### config.mk
export PLATFORM = sky130hd
export DESIGN_NAME = wsh_word_shifter
export DESIGN_NICKNAME = d
export VERILOG_FILES = /design/src/rtl/wsh_pkg.sv /design/src/rtl/wsh_amount_sel.sv /design/src/rtl/wsh_barrel.sv /design/src/rtl/wsh_sra_carry.sv /design/src/rtl/wsh_clz.sv /design/src/rtl/wsh_word_shifter.sv
export SDC_FILE = /design/constraint.sdc
export NUM_CORES = 1
export LEC_CHECK = 0
export CAP_MARGIN = 15
export CORE_ASPECT_RATIO = 1.1
export CORE_UTILIZATION = 25
export DETAILED_ROUTE_END_ITERATION = 10
export PLACE_DENSITY = 0.52
export SLEW_MARGIN = 20
export SYNTH_ARGS = -nofsm -noshare
export SYNTH_HDL_FRONTEND = slang
export SYNTH_SLANG_ARGS = --single-unit
### constraint.sdc
create_clock -name vclk -period 3.9
set_input_delay 0.585 -clock vclk [all_inputs]
set_output_delay 0.585 -clock vclk [all_outputs]
set_load 0.01 [all_outputs]
### src/rtl/wsh_pkg.sv
// Package: shared operation codes for the word shifter.
// Assumes the operation code is two bits wide; all four codes are defined.
package wsh_pkg;

    typedef enum logic [1:0] {
        WSH_SLL = 2'b00,
        WSH_SRL = 2'b01,
        WSH_SRA = 2'b10,
        WSH_CLZ = 2'b11
    } wsh_op_e;

endpackage

### src/rtl/wsh_amount_sel.sv
// Module: wsh_amount_sel
// Splits the raw shift count into the in-range count and an oversize flag.
// Assumes AMT_W = CNT_W + 1; an immediate count never carries the top bit.
module wsh_amount_sel #(
    parameter int CNT_W = 5,
    localparam int AMT_W = CNT_W + 1
) (
    input  logic [AMT_W-1:0] amount_i,
    input  logic             from_imm_i,
    output logic [CNT_W-1:0] count_o,
    output logic             oversize_o
);

    // Select the low bits as the count, and flag a register count of DATA_W or more.
    always_comb begin
        count_o    = amount_i[CNT_W-1:0];
        oversize_o = !from_imm_i && amount_i[CNT_W];
    end

endmodule

### src/rtl/wsh_barrel.sv
// Module: wsh_barrel
// Logarithmic shifter. It handles left shifts by reversing the bits on the way
// in and on the way out, so that one right-shift tree serves every direction.
// Assumes DATA_W is a power of two and CNT_W = log2(DATA_W).
module wsh_barrel #(
    parameter int DATA_W = 32,
    localparam int CNT_W = $clog2(DATA_W)
) (
    input  logic [DATA_W-1:0] data_i,
    input  logic [CNT_W-1:0]  count_i,
    input  logic              left_i,
    input  logic              arith_i,
    output logic [DATA_W-1:0] data_o
);

    logic [DATA_W-1:0] stage [0:CNT_W];
    logic [DATA_W-1:0] rev_in;
    logic [DATA_W-1:0] rev_out;
    logic              fill;

    // Mirror the operand and the tree output bit by bit.
    for (genvar b = 0; b < DATA_W; b++) begin : g_rev
        assign rev_in[b]  = data_i[DATA_W-1-b];
        assign rev_out[b] = stage[CNT_W][DATA_W-1-b];
    end

    // Fill with the sign bit only for an arithmetic right shift.
    assign fill     = arith_i && !left_i && data_i[DATA_W-1];
    assign stage[0] = left_i ? rev_in : data_i;

    // One stage for each count bit: shift right by 2**k when bit k is set.
    for (genvar k = 0; k < CNT_W; k++) begin : g_stage
        localparam int SH = 1 << k;
        assign stage[k+1] = count_i[k]
                          ? {{SH{fill}}, stage[k][DATA_W-1:SH]}
                          : stage[k];
    end

    // Undo the mirror for left shifts.
    assign data_o = left_i ? rev_out : stage[CNT_W];

endmodule

### src/rtl/wsh_sra_carry.sv
// Module: wsh_sra_carry
// Works out the carry for an arithmetic right shift: whether a negative word
// loses a one bit. Assumes count_i == 0 means no bits leave the word.
module wsh_sra_carry #(
    parameter int DATA_W = 32,
    localparam int CNT_W = $clog2(DATA_W)
) (
    input  logic [DATA_W-1:0] data_i,
    input  logic [CNT_W-1:0]  count_i,
    input  logic              oversize_i,
    output logic              carry_o
);

    logic [DATA_W-1:0] lost_mask;
    logic              lost_any;

    // Mask of the bit positions that the shift drops off the low end.
    always_comb begin
        lost_mask = ~({DATA_W{1'b1}} << count_i);
        if (oversize_i)
            lost_any = |data_i[DATA_W-2:0];
        else
            lost_any = |(data_i & lost_mask);
        carry_o = data_i[DATA_W-1] && lost_any;
    end

    // A carry may appear only for a negative operand.
    always_comb begin
        p_carry_neg_r6: assert (!carry_o || data_i[DATA_W-1])
            else $error("carry without negative operand");
    end

endmodule

### src/rtl/wsh_clz.sv
// Module: wsh_clz
// Leading-zero counter. Returns DATA_W for a zero word.
// Assumes the output is CNT_W+1 bits wide, wide enough to hold DATA_W.
module wsh_clz #(
    parameter int DATA_W = 32,
    localparam int CNT_W = $clog2(DATA_W)
) (
    input  logic [DATA_W-1:0] data_i,
    output logic [CNT_W:0]    count_o
);

    logic [CNT_W-1:0] msb_pos;
    logic             any_set;

    // Scan upward so the highest set bit is the one that wins.
    always_comb begin
        msb_pos = '0;
        any_set = 1'b0;
        for (int i = 0; i < DATA_W; i++) begin
            if (data_i[i]) begin
                msb_pos = CNT_W'(i);
                any_set = 1'b1;
            end
        end
        count_o = any_set ? (CNT_W+1)'(DATA_W - 1 - int'(msb_pos))
                          : (CNT_W+1)'(DATA_W);
    end

    // Edge cases of the count: an empty word and a word with its top bit set.
    always_comb begin
        p_clz_empty_r10: assert (|data_i || count_o == (CNT_W+1)'(DATA_W))
            else $error("zero word must count full width");
        p_clz_top_r10: assert (!data_i[DATA_W-1] || count_o == '0)
            else $error("top bit set must count zero");
    end

endmodule

### src/rtl/wsh_word_shifter.sv
// Module: wsh_word_shifter (top)
// A combinational word shifter with three shift modes and a leading-zero count.
// Arithmetic right shifts also yield a carry and a carry-write enable.
// Assumes op_i is always one of the four codes in wsh_pkg and that every
// input holds a known value.
module wsh_word_shifter #(
    parameter int DATA_W = 32,
    localparam int CNT_W = $clog2(DATA_W),
    localparam int AMT_W = CNT_W + 1
) (
    input  logic [DATA_W-1:0] operand_i,
    input  logic [AMT_W-1:0]  amount_i,
    input  logic              amt_from_imm_i,
    input  logic [1:0]        op_i,
    output logic [DATA_W-1:0] result_o,
    output logic              carry_o,
    output logic              carry_we_o
);
    import wsh_pkg::*;

    wsh_op_e           op;
    logic [CNT_W-1:0]  count;
    logic              oversize;
    logic [DATA_W-1:0] shifted;
    logic              sra_carry;
    logic [CNT_W:0]    lz_count;
    logic              is_left;
    logic              is_arith;

    // Decode the operation code into steering controls.
    always_comb begin
        op       = wsh_op_e'(op_i);
        is_left  = (op == WSH_SLL);
        is_arith = (op == WSH_SRA);
    end

    wsh_amount_sel #(.CNT_W(CNT_W)) u_amt (
        .amount_i   (amount_i),
        .from_imm_i (amt_from_imm_i),
        .count_o    (count),
        .oversize_o (oversize)
    );

    wsh_barrel #(.DATA_W(DATA_W)) u_bar (
        .data_i  (operand_i),
        .count_i (count),
        .left_i  (is_left),
        .arith_i (is_arith),
        .data_o  (shifted)
    );

    wsh_sra_carry #(.DATA_W(DATA_W)) u_cry (
        .data_i     (operand_i),
        .count_i    (count),
        .oversize_i (oversize),
        .carry_o    (sra_carry)
    );

    wsh_clz #(.DATA_W(DATA_W)) u_clz (
        .data_i  (operand_i),
        .count_o (lz_count)
    );

    // Pick the result for the operation and apply the oversize rules.
    always_comb begin
        result_o   = '0;
        carry_o    = 1'b0;
        carry_we_o = 1'b0;
        unique case (op)
            WSH_SLL, WSH_SRL: begin
                result_o = oversize ? '0 : shifted;
            end
            WSH_SRA: begin
                result_o   = oversize ? {DATA_W{operand_i[DATA_W-1]}} : shifted;
                carry_o    = sra_carry;
                carry_we_o = 1'b1;
            end
            default: begin
                result_o = {{(DATA_W-CNT_W-1){1'b0}}, lz_count};
            end
        endcase
    end

    // Port-level checks on the oversize, zero-count and enable behaviour.
    always_comb begin
        p_logic_oversize_r3: assert (!((op_i == 2'b00 || op_i == 2'b01) &&
                                       !amt_from_imm_i && amount_i[CNT_W]) ||
                                     result_o == '0)
            else $error("oversize logical shift must give zero");
        p_sra_oversize_r5: assert (!(op_i == 2'b10 && !amt_from_imm_i && amount_i[CNT_W]) ||
                                   result_o == {DATA_W{operand_i[DATA_W-1]}})
            else $error("oversize arithmetic shift must give sign fill");
        p_sra_zero_r8: assert (!(op_i == 2'b10 && amount_i[CNT_W-1:0] == '0 &&
                                 (amt_from_imm_i || !amount_i[CNT_W])) ||
                               (result_o == operand_i && !carry_o))
            else $error("zero arithmetic shift must be identity");
        p_carry_gated_r11: assert (carry_we_o || !carry_o)
            else $error("carry without write enable");
    end

endmodule

==> flow_summary_export.csv, run 1 <==
group,metric,value,unit
status,outcome,"completed",
power,p_seq_frac,0,
detailed_routing,avgViaCountPerCell,5.84,
layout,areaGrowthSynthToFinish,67.7,%
global_route,grt_pass1_wl,31.1,mm
power,switching_power,0.463,mW
floorplan,initial_core_util,0.258,
layout,n_antenna_cell,0,
sta,drv_slew,0,
sta,setup_ws,57.7,ps
layout,clkbuf_count,0,
critical_path,cpMaxStageDelayCell,"mux4_2",
sta,worst_pin_slew,706,ps
global_route,grt_max_degree,21,
layout,seq_cell_count,0,
synth,syn-num-nets,555,
floorplan,rows,45,
global_route,overflow,0,
sta,finalHoldViolations,0,
synth,synthCells,514,
sta,relSlewSlack,0.527,
power,power.internal,0.456,mW
place,place_hpwl,17.0,mm
sta,min_period,3840,ps
floorplan,die_w,116,um
floorplan,top_level_ports,75,
place,numPortBuffers,75,
power,pwr-share-clk,0,
power,swShare,0.504,
floorplan,die_area,14800,um^2
layout,layout-drive-gt1-share,0.381,
synth,syn_area,3590,um^2
layout,seq_area,0,um^2
sta,timing.fmax,260,MHz
critical_path,cp.required,3310,ps
critical_path,critPathMaxStageDelay,530,ps
critical_path,path_buf_inv,3,
place,placed_cell_area,5750,um^2
layout,fin_area,6010,um^2
power,ir_drop,0.0000444,V
sta,finalSetupViolCount,0,
layout,nFillCells,1480,
synth,synth.distinct_cells,63,
synth,synth.yosys.seq_area_share,0,
sta,post-route-period-util,0.985,
synth,ys_warn_count,0,
place,gp_congestion,0.973,
min_path,hp-class,"in2out",
critical_path,cpMostUsedCell,"mux4_2",
sta,whs,1830,ps
place,pre_cts_ws,-578,ps
critical_path,arrival,3260,ps
layout,mostFrequentLayoutCells,"198 x buf_4, 59 x nand2_1, 52 x nor2_1",
critical_path,path_cells,"clkdlybuf4s50_1 > mux4_2 > mux4_2 > and2_0 > nor4_2 > buf_4 > a21oi_1 > o22a_1 > dlygate4sd2_1",
layout,nNetsFinal,786,
sta,setup_tns,0,ps
power,p_comb_frac,1.000,
critical_path,critPathCaptureType,"primary output",
sta,rsz0062_at_grt,"yes",
floorplan,core-area,13900,um^2
synth,postSynthAreaPerCell,6.98,um^2
global_route,grt_use_total,0.278,
power,finalPower,0.919,mW
detailed_routing,drt_wl_total,20.7,mm
detailed_routing,ant_nets,0,
global_route,grt_pass1_vias,5308,
critical_path,crit_family,"multiplexers",
critical_path,path_max_fanout,4,
detailed_routing,vias,5433,
layout,mostFrequentLayoutCell,"buf_4",
detailed_routing,drc,0,
critical_path,crit_type,"in2out",
run,maxCapViolCount,0,
critical_path,critPathLaunchType,"input pin",
detailed_routing,dr.pass1.iters,5,
power,power_density,153,nW/um^2
layout,multiInputGateArea,3380,um^2
power,p_leak,2.65,nW
global_route,antenna_found_initial,0,
detailed_routing,wire_per_inst,22.3,um
detailed_routing,drt_iter0_markers,469,
floorplan,dieHeight,128,um
-- cells by family (layout without fill, tap and decap cells) --
| group | Yosys count | count (layout) | synth area share |
|---|---|---|---|
| buf+inv | 68 | 297 | 0.0792 |
| simple gates | 185 | 185 | 0.241 |
| compound gates | 203 | 203 | 0.383 |
| mux | 58 | 58 | 0.297 |
-- metal layers --
| metal | share of wire | GRT usage | vias up |
|---|---|---|---|
| li1 | - | - | 2479 |
| met1 | 0.41 | 0.352 | 2641 |
| met2 | 0.50 | 0.491 | 266 |
| met3 | 0.050 | 0.0133 | 47 |
| met4 | 0.042 | 0.109 | 0 |
| met5 | 0 | 0 | - |
-- Yosys cell counts (all sizes together) (9+ instances only) --
master	instances	area [um^2]
a211oi	15	113
clkbuf	37	139
a21oi	48	240
buf	15	85.1
nand3	9	45.0
nor3	13	65.1
a31oi	9	56.3
inv	16	60.1
nand2b	9	56.3
mux4	38	860
nand2	59	221
nor2	56	220
mux2i	15	150
o21ai	40	200
o22ai	9	56.3
-- worst paths after layout --
kind                     startpoint           to  slack [ps]  cells past startpoint
worst max-delay path  operand_i[23]  result_o[2]          60                      9
worst min-delay path        op_i[0]   carry_we_o        1830                      3
-- layout make-up --
class	count	area share
well taps	188	0.0391
repair buffers	281	0.389
inverters	16	0.00999
multi-input cells	446	0.562
-- what timing repair did --
item,in CTS,in global routing
buffers inserted,17,6
pin swaps,7,3
cloned,1,1
setup endpoints to repair,33,14
resized for setup,65,20
hold buffers,0,0
-- stage by stage --
step / util / std cells
floorplan: - / 514
global placement: 0.413 / 907
detailed placement: 0.413 / 907
CTS: 0.426 / 925
global route: 0.432 / 931
finish: 0.432 / 931
-- power by group through the flow --
stage / logic [mW] / clock network, mW / registers [mW]
after floorplan: 0.412 / 0 / 0
after global placement: 0.880 / 0 / 0
after detailed placement: 0.879 / 0 / 0
after CTS: 0.892 / 0 / 0
after global routing: 0.975 / 0 / 0
final: 0.919 / 0 / 0
Note: power is estimated with default switching activity, not from simulation.
==> run 2: changes to the inputs <==
--- a/config.mk
+++ b/config.mk
@@ -10,7 +10,6 @@
 export CORE_UTILIZATION = 25
 export DETAILED_ROUTE_END_ITERATION = 10
 export PLACE_DENSITY = 0.52
-export SLEW_MARGIN = 20
 export SYNTH_ARGS = -nofsm -noshare
 export SYNTH_HDL_FRONTEND = slang
 export SYNTH_SLANG_ARGS = --single-unit
==> results of run 2 <==
Final layout, timing and power as in run 1 (identical DEF).
==> run 3: changes to the inputs <==
--- a/config.mk
+++ b/config.mk
@@ -7,9 +7,11 @@
 export LEC_CHECK = 0
 export CAP_MARGIN = 15
 export CORE_ASPECT_RATIO = 1.1
+export CORE_MARGIN = 3
 export CORE_UTILIZATION = 25
 export DETAILED_ROUTE_END_ITERATION = 10
 export PLACE_DENSITY = 0.52
+export RECOVER_POWER = 25
 export SYNTH_ARGS = -nofsm -noshare
 export SYNTH_HDL_FRONTEND = slang
 export SYNTH_SLANG_ARGS = --single-unit
==> run 3 against run 2 <==
Compared with the run above:
- via count fell by 0.70%
- routed wire length fell by 0.29%
- critical path depth rose by 2
- worst hold slack improved by 130 ps
- cell area fell by 1.0%
- sequential cell count did not move
- worst setup slack improved by 18 ps
==> flow_summary_export.csv, run 3 (same netlist as run 1, synthesis figures left out) <==
group,metric,value,unit
critical_path,path_cells,"clkdlybuf4s50_1 > buf_4 > buf_4 > mux4_2 > mux2i_2 > o32ai_1 > nor4_2 > buf_4 > a21oi_1 > o22a_1 > dlygate4sd2_1",
place,pre_cts_ws,-644,ps
detailed_routing,drc,0,
layout,clkbuf_count,0,
global_route,grt_max_degree,27,
global_route,grt_pass1_vias,5306,
run,maxCapViolCount,0,
global_route,overflow,0,
layout,fin_util,0.428,
global_route,grt_use_total,0.251,
detailed_routing,avgViaCountPerCell,5.90,
power,ir_drop,0.0000531,V
floorplan,die_area,15800,um^2
sta,post-route-period-util,0.980,
critical_path,path_max_fanout,6,
sta,finalSetupViolCount,0,
sta,worst_pin_slew,624,ps
layout,nFillCells,1487,
min_path,hp-class,"in2out",
layout,fin_area,5950,um^2
layout,mostFrequentLayoutCell,"buf_4",
critical_path,crit_family,"buffers and inverters",
critical_path,cpMaxStageDelayCell,"clkdlybuf4s50_1",
critical_path,crit_type,"in2out",
layout,areaGrowthSynthToFinish,65.9,%
critical_path,cp.required,3310,ps
sta,relSlewSlack,0.582,
power,p_leak,2.50,nW
place,place_hpwl,17.1,mm
critical_path,critPathLaunchType,"input pin",
layout,nNetsFinal,769,
layout,n_antenna_cell,0,
detailed_routing,dr.pass1.iters,5,
detailed_routing,ant_nets,0,
sta,finalHoldViolations,0,
global_route,antenna_found_initial,0,
floorplan,dieHeight,132,um
global_route,grt_pass1_wl,31.6,mm
sta,setup_ws,76.1,ps
critical_path,path_buf_inv,5,
sta,timing.fmax,262,MHz
critical_path,arrival,3240,ps
critical_path,critPathMaxStageDelay,480,ps
floorplan,top_level_ports,75,
critical_path,critPathCaptureType,"primary output",
layout,seq_cell_count,0,
layout,layout-drive-gt1-share,0.377,
floorplan,core-area,13900,um^2
floorplan,initial_core_util,0.258,
place,gp_congestion,0.999,
detailed_routing,vias,5395,
floorplan,die_w,120,um
place,placed_cell_area,5720,um^2
status,outcome,"completed",
critical_path,cpMostUsedCell,"buf_4",
layout,mostFrequentLayoutCells,"179 x buf_4, 59 x nand2_1, 51 x nor2_1",
detailed_routing,drt_iter0_markers,453,
sta,whs,1960,ps
layout,seq_area,0,um^2
min_path,whs_path_depth,5,
critical_path,worst-path-stages,11,
sta,setup_tns,0,ps
detailed_routing,drt_wl_total,20.7,mm
power,power_density,155,nW/um^2
floorplan,rows,45,
detailed_routing,wire_per_inst,22.6,um
sta,min_period,3820,ps
sta,drv_slew,0,
place,numPortBuffers,75,
## run 3: power breakdown
part | total (mW) | switching, mW | internal (mW)
clock network | 0 | 0 | 0
registers | 0 | 0 | 0
logic | 0.922 | 0.469 | 0.453
## run 3: final timing paths
check	start	endpoint	slack, ps
hold / removal	op_i[1]	result_o[27]	1960
setup / recovery	operand_i[6]	result_o[2]	80
## run 3: tightest hold or removal path: cells and delay by family
family	cells	cell delay (ps)
buffers and inverters	3	570
AOI/OAI and AO/OA	2	210
## run 3: layer usage
metal  track usage  vias to the layer above  part of all wire
met5             0                        -                 0
met4        0.0819                        0             0.048
met3        0.0112                       57             0.059
met2         0.438                      283              0.49
met1         0.331                     2599              0.40
li1              -                     2456                 -
## run 3: final cells by class
| cell class | instances | area [um^2] | share of cell area |
|---|---|---|---|
| inverters | 16 | 60.1 | 0.0101 |
| multi-input cells | 446 | 3440 | 0.578 |
| well taps | 188 | 235 | 0.0395 |
| repair buffers | 264 | 2220 | 0.372 |
## run 3: through the flow
stage                     std cells  power [mW]
after floorplan                 514       0.412
after global placement          900       0.878
after detailed placement        900       0.881
after CTS                       908       0.887
after global routing            914       0.977
final                           914       0.922
## run 3: timing repair
action	4_1_cts	5_1_grt
buffers inserted	7	6
cloned	1	0
pin swaps	10	8
gates resized for setup	74	22
endpoints found under the setup margin	32	18
hold buffers	0	0
